$ cat config.mk
export PLATFORM = sky130hd
export DESIGN_NAME = dly_tuner
export DESIGN_NICKNAME = d
export VERILOG_FILES = /design/src/rtl/dly_tuner.sv
export SDC_FILE = /design/constraint.sdc
export NUM_CORES = 1
export LEC_CHECK = 0
export BUFFER_PORTS_ARGS = -buffer_cell sky130_fd_sc_hd__buf_2
export CORE_UTILIZATION = 59
export CTS_CLUSTER_DIAMETER = 60
export DETAILED_ROUTE_END_ITERATION = 8
export PLACE_DENSITY_LB_ADDON = 0.3
export REMOVE_ABC_BUFFERS = 1
export SYNTH_ARGS = -nofsm -noshare
export SYNTH_HDL_FRONTEND = slang
export SYNTH_SLANG_ARGS = --single-unit
$ cat constraint.sdc
create_clock -name clk -period 6.04 [get_ports clk]
set_clock_uncertainty 0.15 [all_clocks]
set_input_delay 1.208 -clock clk [delete_from_list [all_inputs] [get_ports clk]]
set_output_delay 1.208 -clock clk [all_outputs]
set_load 0.1 [all_outputs]
$ cat src/rtl/dly_tuner.sv
module dly_tuner #(
  parameter int TAPS        = 11,
  parameter int UNIT_W      = 7,
  parameter int TIMEOUT_CYC = 100000,
  localparam int LEN_W = TAPS + 1,
  localparam int SEL_W = $clog2(TAPS + 2),
  localparam int CNT_W = $clog2(TAPS + 1)
) (
  input  logic              clk,
  input  logic              rst_n,
  input  logic              start,
  output logic              busy,
  output logic              done,
  output logic              fail,
  output logic              dl_en,
  output logic              dl_sample,
  output logic [SEL_W-1:0]  dl_sel,
  output logic [UNIT_W-1:0] dl_unit,
  input  logic [LEN_W-1:0]  dl_len,
  input  logic              dl_len_valid,
  output logic              test_req,
  input  logic              test_ack,
  input  logic              test_pass
);
  localparam int TW = $clog2(TIMEOUT_CYC + 1);
  localparam logic [UNIT_W-1:0] UNIT_LAST = '1;
  localparam logic [SEL_W-1:0]  SEL_MEAS  = SEL_W'(TAPS + 1);

  typedef enum logic [2:0] {S_IDLE, S_LSET, S_LWAIT, S_PTEST, S_PSTEP, S_CLR} st_t;

  st_t              st;
  logic [TW-1:0]    tmr;
  logic [SEL_W-1:0] tap_hi, best_end;
  logic [CNT_W-1:0] cur, best, run_nxt;
  logic             len_ok, better;

  function automatic logic [SEL_W-1:0] top_bit(input logic [LEN_W-1:0] v);
    top_bit = '0;
    for (int i = 0; i < LEN_W; i++)
      if (v[i]) top_bit = SEL_W'(i);
  endfunction

  assign busy     = (st != S_IDLE);
  assign test_req = (st == S_PTEST);
  assign len_ok   = (dl_len != '0) && !dl_len[LEN_W-1];
  assign run_nxt  = test_pass ? cur + 1'b1 : '0;
  assign better   = run_nxt > best;

  always_ff @(posedge clk or negedge rst_n) begin
    if (!rst_n) begin
      st <= S_IDLE; tmr <= '0; tap_hi <= '0; best_end <= '0;
      cur <= '0; best <= '0; done <= 1'b0; fail <= 1'b0;
      dl_en <= 1'b0; dl_sample <= 1'b0; dl_sel <= '0; dl_unit <= '0;
    end else begin
      done <= 1'b0;
      fail <= 1'b0;
      case (st)
        S_IDLE:
          if (start) begin
            dl_unit <= '0; dl_en <= 1'b1; dl_sample <= 1'b1;
            dl_sel <= SEL_MEAS; st <= S_LSET;
          end
        S_LSET: begin
          tmr <= '0;
          st  <= S_LWAIT;
        end
        S_LWAIT:
          if (dl_len_valid && len_ok) begin
            tap_hi <= top_bit(dl_len);
            dl_sel <= '0; dl_sample <= 1'b0;
            cur <= '0; best <= '0; best_end <= '0;
            st <= S_PTEST;
          end else if (dl_len_valid || tmr == TW'(TIMEOUT_CYC - 1)) begin
            if (dl_unit == UNIT_LAST) begin
              fail <= 1'b1; dl_en <= 1'b0; dl_sample <= 1'b0;
              st <= S_IDLE;
            end else begin
              dl_unit <= dl_unit + 1'b1;
              st <= S_LSET;
            end
          end else begin
            tmr <= tmr + 1'b1;
          end
        S_PTEST:
          if (test_ack) begin
            cur <= run_nxt;
            if (better) begin
              best <= run_nxt;
              best_end <= dl_sel;
            end
            if (dl_sel == tap_hi) begin
              dl_en <= 1'b0;
              st <= S_CLR;
            end else begin
              dl_sel <= dl_sel + 1'b1;
              st <= S_PSTEP;
            end
          end
        S_PSTEP: st <= S_PTEST;
        S_CLR: begin
          st <= S_IDLE;
          if (best == '0) begin
            fail <= 1'b1;
          end else begin
            dl_sel <= best_end - SEL_W'(best >> 1);
            dl_en <= 1'b1;
            done <= 1'b1;
          end
        end
        default: st <= S_IDLE;
      endcase
    end
  end

  p_idle_ok_r1: assert property (@(posedge clk) disable iff (!rst_n)
    !busy |-> !test_req);
  p_one_end_r2: assert property (@(posedge clk) disable iff (!rst_n)
    !(done && fail));
  p_meas_cfg_r3: assert property (@(posedge clk) disable iff (!rst_n)
    (st == S_LSET || st == S_LWAIT) |-> (dl_en && dl_sample && dl_sel == SEL_MEAS));
  p_unit_step_r3: assert property (@(posedge clk) disable iff (!rst_n)
    (st == S_LSET && $past(st) == S_LWAIT) |-> dl_unit == $past(dl_unit) + 1'b1);
  p_tmr_bound_r5: assert property (@(posedge clk) disable iff (!rst_n)
    (st == S_LWAIT) |-> tmr < TW'(TIMEOUT_CYC));
  p_fail_safe_r6: assert property (@(posedge clk) disable iff (!rst_n)
    fail |-> (!dl_en && !dl_sample && !busy));
  p_tap_range_r7: assert property (@(posedge clk) disable iff (!rst_n)
    test_req |-> (dl_en && !dl_sample && dl_sel <= tap_hi));
  p_sel_hold_r7: assert property (@(posedge clk) disable iff (!rst_n)
    (test_req && !test_ack) |=> $stable(dl_sel));
  p_run_bound_r8: assert property (@(posedge clk) disable iff (!rst_n)
    (st == S_PTEST) |-> (cur <= best && {1'b0, best} <= {1'b0, dl_sel}));
  p_done_pulse_r10: assert property (@(posedge clk) disable iff (!rst_n)
    done |=> !done);
  p_done_cfg_r10: assert property (@(posedge clk) disable iff (!rst_n)
    done |-> (dl_en && !dl_sample && !busy && $past(!dl_en)));
endmodule

# Word-level counts from Yosys, hierarchy flattened
# Cells that the tools add are included.
dict set report op_classes {
  n_eq_ne 22
  n_reduce_logical 21
  muxes 58
  n_lt_le_gt_ge 1
  addsub 5
}
# operator count
set op_table {}
lappend op_table {{$mux W4} 21}
lappend op_table {{$mux W17} 2}
lappend op_table {{$pmux W17 S2} 1}
lappend op_table {{$mux W7} 4}
lappend op_table {{$pmux W4 S2} 3}
lappend op_table {{$ne A2 B2 Y1 const B} 9}
lappend op_table {{$add A17 B1 Y17 const B} 1}
lappend op_table {{$eq A17 B17 Y1 const B} 1}
lappend op_table {{$mux W1} 17}
lappend op_table {{$pmux W4 S4} 1}
lappend op_table {{$pmux W3 S5} 1}
lappend op_table {{$pmux W7 S2} 1}
lappend op_table {{$mux W3} 4}
lappend op_table {{$reduce_bool A12 Y1} 1}
lappend op_table {{$reduce_and A3 Y1} 3}
lappend op_table {{$add A4 B1 Y4 const B} 2}
lappend op_table {{$reduce_and A4 Y1} 2}
lappend op_table {{$reduce_and A8 Y1} 1}
lappend op_table {{$add A7 B1 Y7 const B} 1}
lappend op_table {{$eq A7 B7 Y1 const B} 1}
lappend op_table {{$eq A3 B2 Y1 const B} 2}
lappend op_table {{$eq A3 B3 Y1 const B} 2}
lappend op_table {{$ne A2 B1 Y1 const B} 3}
lappend op_table {{$ne A3 B3 Y1 const B} 2}
lappend op_table {{other kinds (17)} 21}
dict set report totals {
  input_bits 18
  ff_bits 51
}

# Longest topological paths before layout
# Gate-level depths: netlist of the first run.
dict set report depth {
  ltp_word 11
  mapped_depth 10
  ltp_nobuf 10
}

# Worst setup path before layout of the first run
# Ideal clock, no wire load.
dict set report synth_path {
  path_type {reg2out}
  startpoint {register st[2]}
  endpoint {output port test_req}
  path_stages_with_launch 5
  required_ns 4.682
  path_slack_ns 2.732
  path_buffers 2
  arrival_ns 1.950
  path_cell_list {dfrtp_1 clkbuf_1 nand3b_1 inv_1 clkbuf_1}
}
dict set report synth_via {
  elab_chain_cells 1
}
# item line_no
set synth_lines {}
lappend synth_lines {{start, declared} 31} ;# st_t st;
lappend synth_lines {{start signal, assigned} 51} ;# st <= S_IDLE; tmr <= '0; tap_hi <= '0; best_end <= '0;
lappend synth_lines {{start signal, assigned} 61} ;# dl_sel <= SEL_MEAS; st <= S_LSET;
lappend synth_lines {{start signal, assigned} 65} ;# st <= S_LWAIT;
lappend synth_lines {{$eq A3 B2 Y1} 44} ;# assign test_req = (st == S_PTEST);
lappend synth_lines {{end, declared} 21} ;# output logic test_req,
# Every way passes these cells.

# Final worst setup path of the first run
dict set report layout_path {
  startpoint {register st[1]}
  endpoint {output port test_req}
}
# Same word-level chain as after synthesis.

==> out/metrics.cfg, run 1 <==
[global_route]
grt_max_degree = 52
overflow = 0
first_global_vias = 2460
gr-usage-all-layers = 0.273
antenna_found_initial = 0
grt_pass1_wl_mm = 11.6

[critical_path]
worstRegToRegCells = 5
arrival_ps = 2140
end_kind = output port
path_cells = nand3b_1, inv_1, buf_2
rrSetupSlack_ps = 3180
crit-reg2reg-launch = st[1]
cp-start-kind = flip-flop
cpPeakStageDelay_ps = 640
required_ps = 4680
startpoint = st[1]
slowest_stage = dfrtp_1
critical_path_class = flip-flop to output port
r2r_end = best_end[2]
crit_path_max_fanout = 18

[sta]
finalCriticalPeriod_ps = 3500
maxSlewHeadroom = 0.251
setup_viol = 0
grt_setup_unrepaired = false
min_period_over_period = 0.579
finalSetupTns_ps = 0
slew_viol_final = 0
fmax_ghz = 0.286
worstMarginPinSlew_ps = 1120
hold_viol = 0

[clocking]
postCtsSetupBuffers = 0
ctsHoldBuffers = 0
cts_tree = yes
clk_latency_ps = 300
clock_path_buffers = 2
cts_buffers = 5
cts_sinks = 51
cts-root-buf = clkbuf_8
h-tree-depth = 2
cts_resized = 0
clkTransAtPathRegs_ps = 90

[final_layout]
syn_to_final_growth_pct = 9.61
fin_util = 0.693
final_nets = 389
antenna_cells = 0
final_common_cell = dfrtp_1
mostFrequentLayoutCells = 51 x dfrtp_1, 34 x buf_2, 30 x nand2_1
drive_above_1_share = 0.167

[pwr]
intPower_mw = 0.786
power_density_nw_per_um2 = 469
comb_power_share = 0.533
power.share.clock = 0.135
irDropWorstVdd_mv = 0.433
power.switching_mw = 0.798
p_leak_nw = 1.56
pwr-share-seq = 0.331
switching_share = 0.504

[routing]
ant_nets = 0
via_count = 2629
vias_per_cell = 6.16
wl_per_cell_um = 15.8
drt_drc_violations_left = 0
drtIter0Drc = 192
dr.pass1.iters = 5
finalWirelength_mm = 6.73

[hold_path]
hold_path_class = flip-flop to flip-flop
hold_start = tmr[16]
hold_depth = 1
min_to = tmr[16]

[floorplanning]
coreArea_um2 = 4880
start_util = 0.632
die_x_um = 74.3
fp.dieH_um = 74.3
dieArea_um2 = 5520
fp-row-count = 25
pin_count = 35

[run_status]
status = finished clean

[logic_synthesis]
synth-seq-cells = 51
async_flop_share = 1.00
synth.distinct_cells = 60
synth_warnings = 0
synth_seq_area_share = 0.414
syn_area_per_cell_um2 = 9.29
netlist_instances = 332
synth_edf_count = 0
synth_top_flop_cell = dfrtp_1
synth_area_um2 = 3080

[placement]
dp_hpwl_mm = 4.89
place.gp.congestion = 0.855
numPortBuffers = 34

[flow_run]
cap_violations = 0

## Yosys cell counts, drive strengths merged, types with 5 or more instances
cell type / count / share of area
a21o: 6 / 0.015
a21oi: 6 / 0.0097
and3: 6 / 0.012
clkbuf: 12 / 0.015
dfrtp: 51 / 0.41
ha: 11 / 0.045
inv: 20 / 0.024
mux2: 7 / 0.026
mux2i: 6 / 0.019
nand2: 30 / 0.037
nand2b: 5 / 0.010
nand3: 16 / 0.026
nand4: 8 / 0.016
nor2: 25 / 0.031
nor3: 8 / 0.013
nor4: 11 / 0.024
o21ai: 24 / 0.043
xnor2: 8 / 0.023
xor2: 6 / 0.017
## per-stage QoR
stage	area, um^2	instances	setup WS [ps]	power [mW]	hold slack [ps]
floorplan	3030	318	2950	1.18	286
global placement	3280	419	2700	1.34	303
detailed placement	3280	419	2610	1.36	324
CTS	3380	427	2570	1.58	338
global route	3380	427	2410	1.69	349
finish	3380	427	2540	1.58	346
## cells by family (layout without fill, tap and decap cells)
kind of cell               Yosys count  after routing  synth area share
and+or+nand+nor                    133            133             0.231
AOI/OAI and AO/OA                   75             75             0.176
DFF                                 51             51             0.414
buffers and inverters               34             62            0.0430
xor gates and xnor gates            14             14            0.0398
muxes                               13             13            0.0450
adders and majority gates           12             12            0.0511
## critical path: cells and delay by family, from the launching register on
kind | cells | cell delay (ps)
buf+inv | 2 | 940
simple gates | 1 | 240
flops | 1 | 640
## area by class of cell
type	count	area, um^2
clock buffers	8	100
flip-flops and latches	51	1280
well taps	67	83.8
fillers	395	1500
inverters	20	75.1
multi-input cells	247	1680
repair buffers	34	170
## per-layer routing
| metal | share of wire | global-route usage | vias to the layer above |
|---|---|---|---|
| met5 | 0 | 0 | - |
| met4 | 0.012 | 0.0734 | 0 |
| met3 | 0.050 | 0.0420 | 8 |
| met2 | 0.48 | 0.457 | 82 |
| met1 | 0.46 | 0.373 | 1258 |
| li1 | - | - | 1281 |
## registers in the layout, summed over array words and instances, names as in the netlist, 3 cells and up
name,flops
best,4
dl_unit,7
tmr,17
cur,4
tap_hi,4
dl_sel,4
st,3
best_end,4
## how the worst max path moves through the flow
stage          depth (start not counted)     endpoint  slack, ps
6_report                               3     test_req       2540
5_1_grt                                3     test_req       2410
4_1_cts                                3     test_req       2570
3_5_place_dp                           6  best_end[2]       2610
3_3_place_gp                           6  best_end[2]       2700
2_1_floorplan                          5  best_end[2]       2950
## power groups by stage
stage          combinational [mW]  sequential [mW]  clock (mW)
2_1_floorplan               0.484            0.696           0
3_3_place_gp                0.816            0.524           0
3_5_place_dp                0.833            0.530           0
4_1_cts                     0.841            0.524       0.220
5_1_grt                     0.920            0.539       0.229
6_report                    0.845            0.525       0.214
Power figures use the tool's default switching activity.
==> inputs of run 2 (changes only) <==
- clock period: 6.04 -> 3.55 ns (I/O delays scaled with it)
==> run 2 against run 1 <==
Critical path depth unchanged; power up 72%; global-route usage increased by 0.066 points; highest routed layer unchanged; register-to-register slack got worse by 2400 ps; count of clock-buffer cells in the layout is 2 lower; first-iteration DRC count up 10%; combinational power grew 69%; worst hold slack got worse by 55 ps.
==> out/metrics.cfg, run 2 (synthesis results as in run 1) <==
[floorplanning]
fp.dieH_um = 74.3  ; unchanged
pin_count = 35  ; unchanged
fp-row-count = 25  ; unchanged
dieArea_um2 = 5520  ; unchanged
coreArea_um2 = 4880  ; unchanged
start_util = 0.632  ; unchanged
die_x_um = 74.3  ; unchanged

[routing]
finalWirelength_mm = 6.67  ; -0.92%
drtIter0Drc = 212  ; +10%
vias_per_cell = 6.17  ; +0.21%
ant_nets = 0  ; unchanged
wl_per_cell_um = 15.5  ; -1.6%
via_count = 2653  ; +0.91%
dr.pass1.iters = 5  ; unchanged
drt_drc_violations_left = 0  ; unchanged

[clocking]
clock_path_buffers = 2  ; unchanged
cts_resized = 0  ; unchanged
clkTransAtPathRegs_ps = 90  ; about the same
cts_tree = yes
ctsHoldBuffers = 0  ; unchanged
cts_buffers = 5  ; unchanged
cts-root-buf = clkbuf_8
cts_sinks = 51  ; unchanged
h-tree-depth = 2  ; unchanged
clk_latency_ps = 300  ; about the same
postCtsSetupBuffers = 0  ; unchanged

[flow_run]
cap_violations = 0  ; unchanged

[global_route]
grt_use_met2 = 0.463  ; +0.00606
use_met3 = 0.0488  ; +0.00678
top_usage_layer = met2
grt_max_degree = 32  ; -38%
overflow = 0  ; unchanged
gr-usage-all-layers = 0.274  ; +0.000658
use_met1 = 0.361  ; -0.0120
first_global_vias = 2549  ; +3.6%
antenna_found_initial = 0  ; unchanged
grt_pass1_wl_mm = 11.5  ; -0.48%

[critical_path]
required_ps = 2690  ; -1990 ps
path_cells = nand3b_1, inv_1, buf_2
end_kind = output port
slowest_stage = dfrtp_1
startpoint = st[1]
crit-reg2reg-launch = cur[0]
cp-start-kind = flip-flop
cpPeakStageDelay_ps = 660  ; +20 ps
arrival_ps = 2100  ; -40 ps
critical_path_class = flip-flop to output port
crit_path_max_fanout = 18  ; unchanged

[sta]
setup_viol = 0  ; unchanged
whs_ps = 291  ; -55.0 ps
min_period_over_period = 0.834
fmax_ghz = 0.338
maxSlewHeadroom = 0.533  ; +0.282
grt_setup_unrepaired = false
finalSetupTns_ps = 0  ; unchanged
worstMarginPinSlew_ps = 700  ; -423 ps
finalCriticalPeriod_ps = 2960
slew_viol_final = 0  ; unchanged
hold_viol = 0  ; unchanged

[final_layout]
drive_above_1_share = 0.174  ; +0.00689
final_common_cell = dfrtp_1
largest_reg_flops = 17  ; unchanged
reg_top3 = tmr (17), dl_unit (7)
antenna_cells = 0  ; unchanged
mostFrequentLayoutCells = 51 x dfrtp_1, 34 x buf_2, 30 x nand2_1
fin_util = 0.699  ; +0.00667
syn_to_final_growth_pct = 10.7
regMostFlops = tmr
final_nets = 393  ; +1.0%

[placement]
place.gp.congestion = 0.842  ; -1.6%
numPortBuffers = 34  ; unchanged
dp_hpwl_mm = 5.04  ; +2.9%

[pwr]
finalPower_mw = 2.72  ; +72%
irDropWorstVdd_mv = 0.736  ; +70%
power_density_nw_per_um2 = 797  ; +70%
p_leak_nw = 1.58  ; +1.2%

[run_status]
status = finished clean

[hold_path]
hold_path_class = input pin to asynchronous set/reset pin

-- run 2: changes by cell type in the layout (fill, tap and decap cells not counted), sizes merged --
cell	before	now
buf	34	38
clkbuf	8	6
bufinv	0	1
-- run 2: power breakdown --
| group | leakage, nW | switching, mW | internal [mW] | total, mW |
|---|---|---|---|---|
| registers | 0.683 | 0.174 | 0.719 | 0.894 |
| logic | 0.849 | 0.981 | 0.453 | 1.43 |
| clock network | 0.0513 | 0.186 | 0.207 | 0.393 |
-- run 2: metal layers --
| metal | vias to the layer above | routed length (um) |
|---|---|---|
| met1 | 1281 | 2990 |
| met3 | 14 | 323 |
| met2 | 86 | 3220 |
| li1 | 1272 | - |
| met4 | 0 | 140 |
| met5 | - | 0 |
-- run 2: worst max-delay path, delay by kind of cell, from the launching register on --
kind / cells / cell delay [ps]
AND/OR/NAND/NOR: 1 / 210
buffers and inverters: 2 / 930
flip-flops: 1 / 660
-- run 2: area by class of cell --
cell class,count,area (um^2)
multi-input combinational,247,1680
fill,405,1470
sequential,51,1280
timing repair buffer,38,200
tap,67,83.8
inverter,20,75.1
clock buffer,6,72.6
clock inverter,1,30.0
-- run 2: worst paths after layout --
check | to | slack, ps | cells past startpoint
min reg2reg | tmr[16] | 330 | 1
max in group asynchronous | tmr[3] | 2220 | 2
max | test_req | 590 | 3
min in group clk | tmr[16] | 330 | 1
max reg2reg | best_end[2] | 790 | 10
min | dl_unit[3] | 290 | 1
-- run 2: metrics by stage --
stage	cell area [um^2]	instances	worst slack (ps)
3_3_place_gp	3310	423	858
5_1_grt	3410	430	454
2_1_floorplan	3030	318	691
4_1_cts	3410	430	642
6_report	3410	430	589
3_5_place_dp	3310	423	746
==> inputs of run 3 (changes only) <==
- CORE_UTILIZATION: 59 -> 53
- clock period: 3.55 -> 2.5 ns (I/O delays scaled with it)
==> run 3 against run 2 <==
First-iteration DRC count is 40% lower; global-route usage is 3.6 points lower; die area is 11% higher; setup slack worse by 470 ps; sequential power is 36% higher; power is 53% higher; routed wire length is 2.5% higher; design area is 6.4% higher; critical path type is now flip-flop to flip-flop.
==> out/metrics.cfg, run 3 (synthesis results as in run 1) <==
[sta]
grt_setup_unrepaired = false
finalCriticalPeriod_ps = 2380
fmax_ghz = 0.419
hold_viol = 0  ; unchanged
min_period_over_period = 0.954
slew_viol_final = 0  ; unchanged
worstMarginPinSlew_ps = 603  ; -96.6 ps
maxSlewHeadroom = 0.598  ; +0.0644
setup_viol = 0  ; unchanged

[pwr]
intPower_mw = 2.17  ; +57%
power.share.clock = 0.133  ; -0.011
irDropWorstVdd_mv = 0.933  ; +27%
p_leak_nw = 1.70  ; +7.1%
power_density_nw_per_um2 = 1140  ; +43%
comb_power_share = 0.573  ; +0.046
power.switching_mw = 1.98  ; +48%
pwr-share-seq = 0.294  ; -0.035
switching_share = 0.477  ; -0.0159

[flow_run]
cap_violations = 0  ; unchanged

[critical_path]
end_kind = flip-flop
path_cells = ha_2, and2_1, ha_1, and4b_1, a211oi_2, o21ai_4, a21boi_4, mux2_4
cpPeakStageDelay_ps = 410  ; -250 ps
arrival_ps = 2420  ; +320 ps
required_ps = 2540  ; -150 ps
crit_path_max_fanout = 3  ; -15
cp-start-kind = flip-flop
critPathBufInv = 0  ; -2
slowest_stage = dfrtp_1
critPathTopFamily = adder cells
critical_path_class = flip-flop to flip-flop

[final_layout]
final_cells = 456  ; +6.0%
seq_area_um2 = 1280  ; unchanged
largest_reg_flops = 17  ; unchanged
antenna_cells = 0  ; unchanged
reg_top3 = tmr (17), dl_unit (7)
multiInputGateArea_um2 = 1700  ; +1.4%
syn_to_final_growth_pct = 17.8
fin_area_um2 = 3630  ; +6.4%
mostFrequentLayoutCells = 51 x dfrtp_1, 33 x buf_2, 30 x nand2_1
regMostFlops = tmr
final_nets = 414  ; +5.3%
layout.filler_cells = 463  ; +14%
final_common_cell = dfrtp_1
drive_above_1_share = 0.234  ; +0.0608
fin_util = 0.652  ; -0.0479

[global_route]
antenna_found_initial = 0  ; unchanged
first_global_vias = 2491  ; -2.3%
overflow = 0  ; unchanged
gr-usage-all-layers = 0.238  ; -0.0357
grt_pass1_wl_mm = 11.5  ; -0.30%
grt_max_degree = 27  ; -16%

[clocking]
h-tree-depth = 2  ; unchanged
clock_path_buffers = 2  ; unchanged
cts_buffers = 5  ; unchanged
clk_latency_ps = 300  ; about the same
cts_sinks = 51  ; unchanged
cts_tree = yes
ctsHoldBuffers = 0  ; unchanged
cts-root-buf = clkbuf_8
clkTransAtPathRegs_ps = 100  ; about the same

[placement]
place.gp.congestion = 0.813  ; -3.4%
postPlaceCellArea_um2 = 3490  ; +5.6%
numPortBuffers = 34  ; unchanged
dp_hpwl_mm = 5.17  ; +2.7%
dp_cells = 448  ; +5.9%

[routing]
wl_per_cell_um = 15.0  ; -3.3%
drt_drc_violations_left = 0  ; unchanged
ant_nets = 0  ; unchanged
vias_per_cell = 5.95  ; -3.5%
drtIter0Drc = 127  ; -40%
via_count = 2714  ; +2.3%
finalWirelength_mm = 6.84  ; +2.5%
dr.pass1.iters = 4  ; -1

[floorplanning]
dieArea_um2 = 6130  ; +11%
coreArea_um2 = 5570  ; +14%
pin_count = 35  ; unchanged
fp.dieH_um = 78.3  ; +5.4%
die_x_um = 78.3  ; +5.4%
fp-row-count = 27  ; +8.0%
start_util = 0.553  ; -0.0787

[hold_path]
hold_path_class = input pin to asynchronous set/reset pin

[run_status]
status = finished clean

-- run 3: area by class of cell --
type	instances	share of cell area
timing repair buffer	59	0.107
sequential	51	0.351
clock buffer	6	0.0200
tap	72	0.0248
clock inverter	1	0.00827
multi-input combinational	247	0.468
inverter	20	0.0207
-- run 3: final timing paths --
kind                            start          end  slack, ps  cells after the start
setup / recovery               cur[1]  best_end[2]        120                      8
hold / removal                  rst_n      tmr[10]         40                      1
setup reg to reg               cur[1]  best_end[2]        120                      8
hold reg to reg               tmr[16]      tmr[16]        320                      1
max in group asynchronous       rst_n       cur[0]       1610                      2
min in group clk           dl_len[10]    tap_hi[0]        290                      2
-- run 3: routing by layer --
metal  vias to the layer above  GRT usage  share of wire
met2                        63      0.389           0.48
met1                      1326      0.321           0.47
met3                         4     0.0477          0.037
met4                         0     0.0667         0.0072
li1                       1321          -              -
met5                         -          0              0
-- run 3: repair_timing --
action | CTS | global route
setup endpoints to repair | 2 | 9
resized for setup | 3 | 4
setup buffers | 1 | 1
pin swaps | 1 | 4
-- run 3: power groups by stage --
stage / combinational (mW) / sequential, mW / clock [mW]
final: 2.38 / 1.22 / 0.552
after global routing: 2.58 / 1.25 / 0.599
after CTS: 2.38 / 1.22 / 0.564
after detailed placement: 2.32 / 1.24 / 0
after global placement: 2.28 / 1.23 / 0
after floorplan: 1.17 / 1.68 / 0
-- run 3: metrics by stage --
stage | total power, mW | hold slack, ps | setup WS [ps] | setup TNS [ps]
5_1_grt | 4.42 | 91.9 | 10.3 | 0
6_report | 4.15 | 41.2 | 115 | 0
4_1_cts | 4.16 | 71.5 | 6.89 | 0
2_1_floorplan | 2.85 | 54.4 | -359 | -1330
3_3_place_gp | 3.51 | 306 | 51.7 | 0
3_5_place_dp | 3.56 | 312 | -8.85 | -16.2
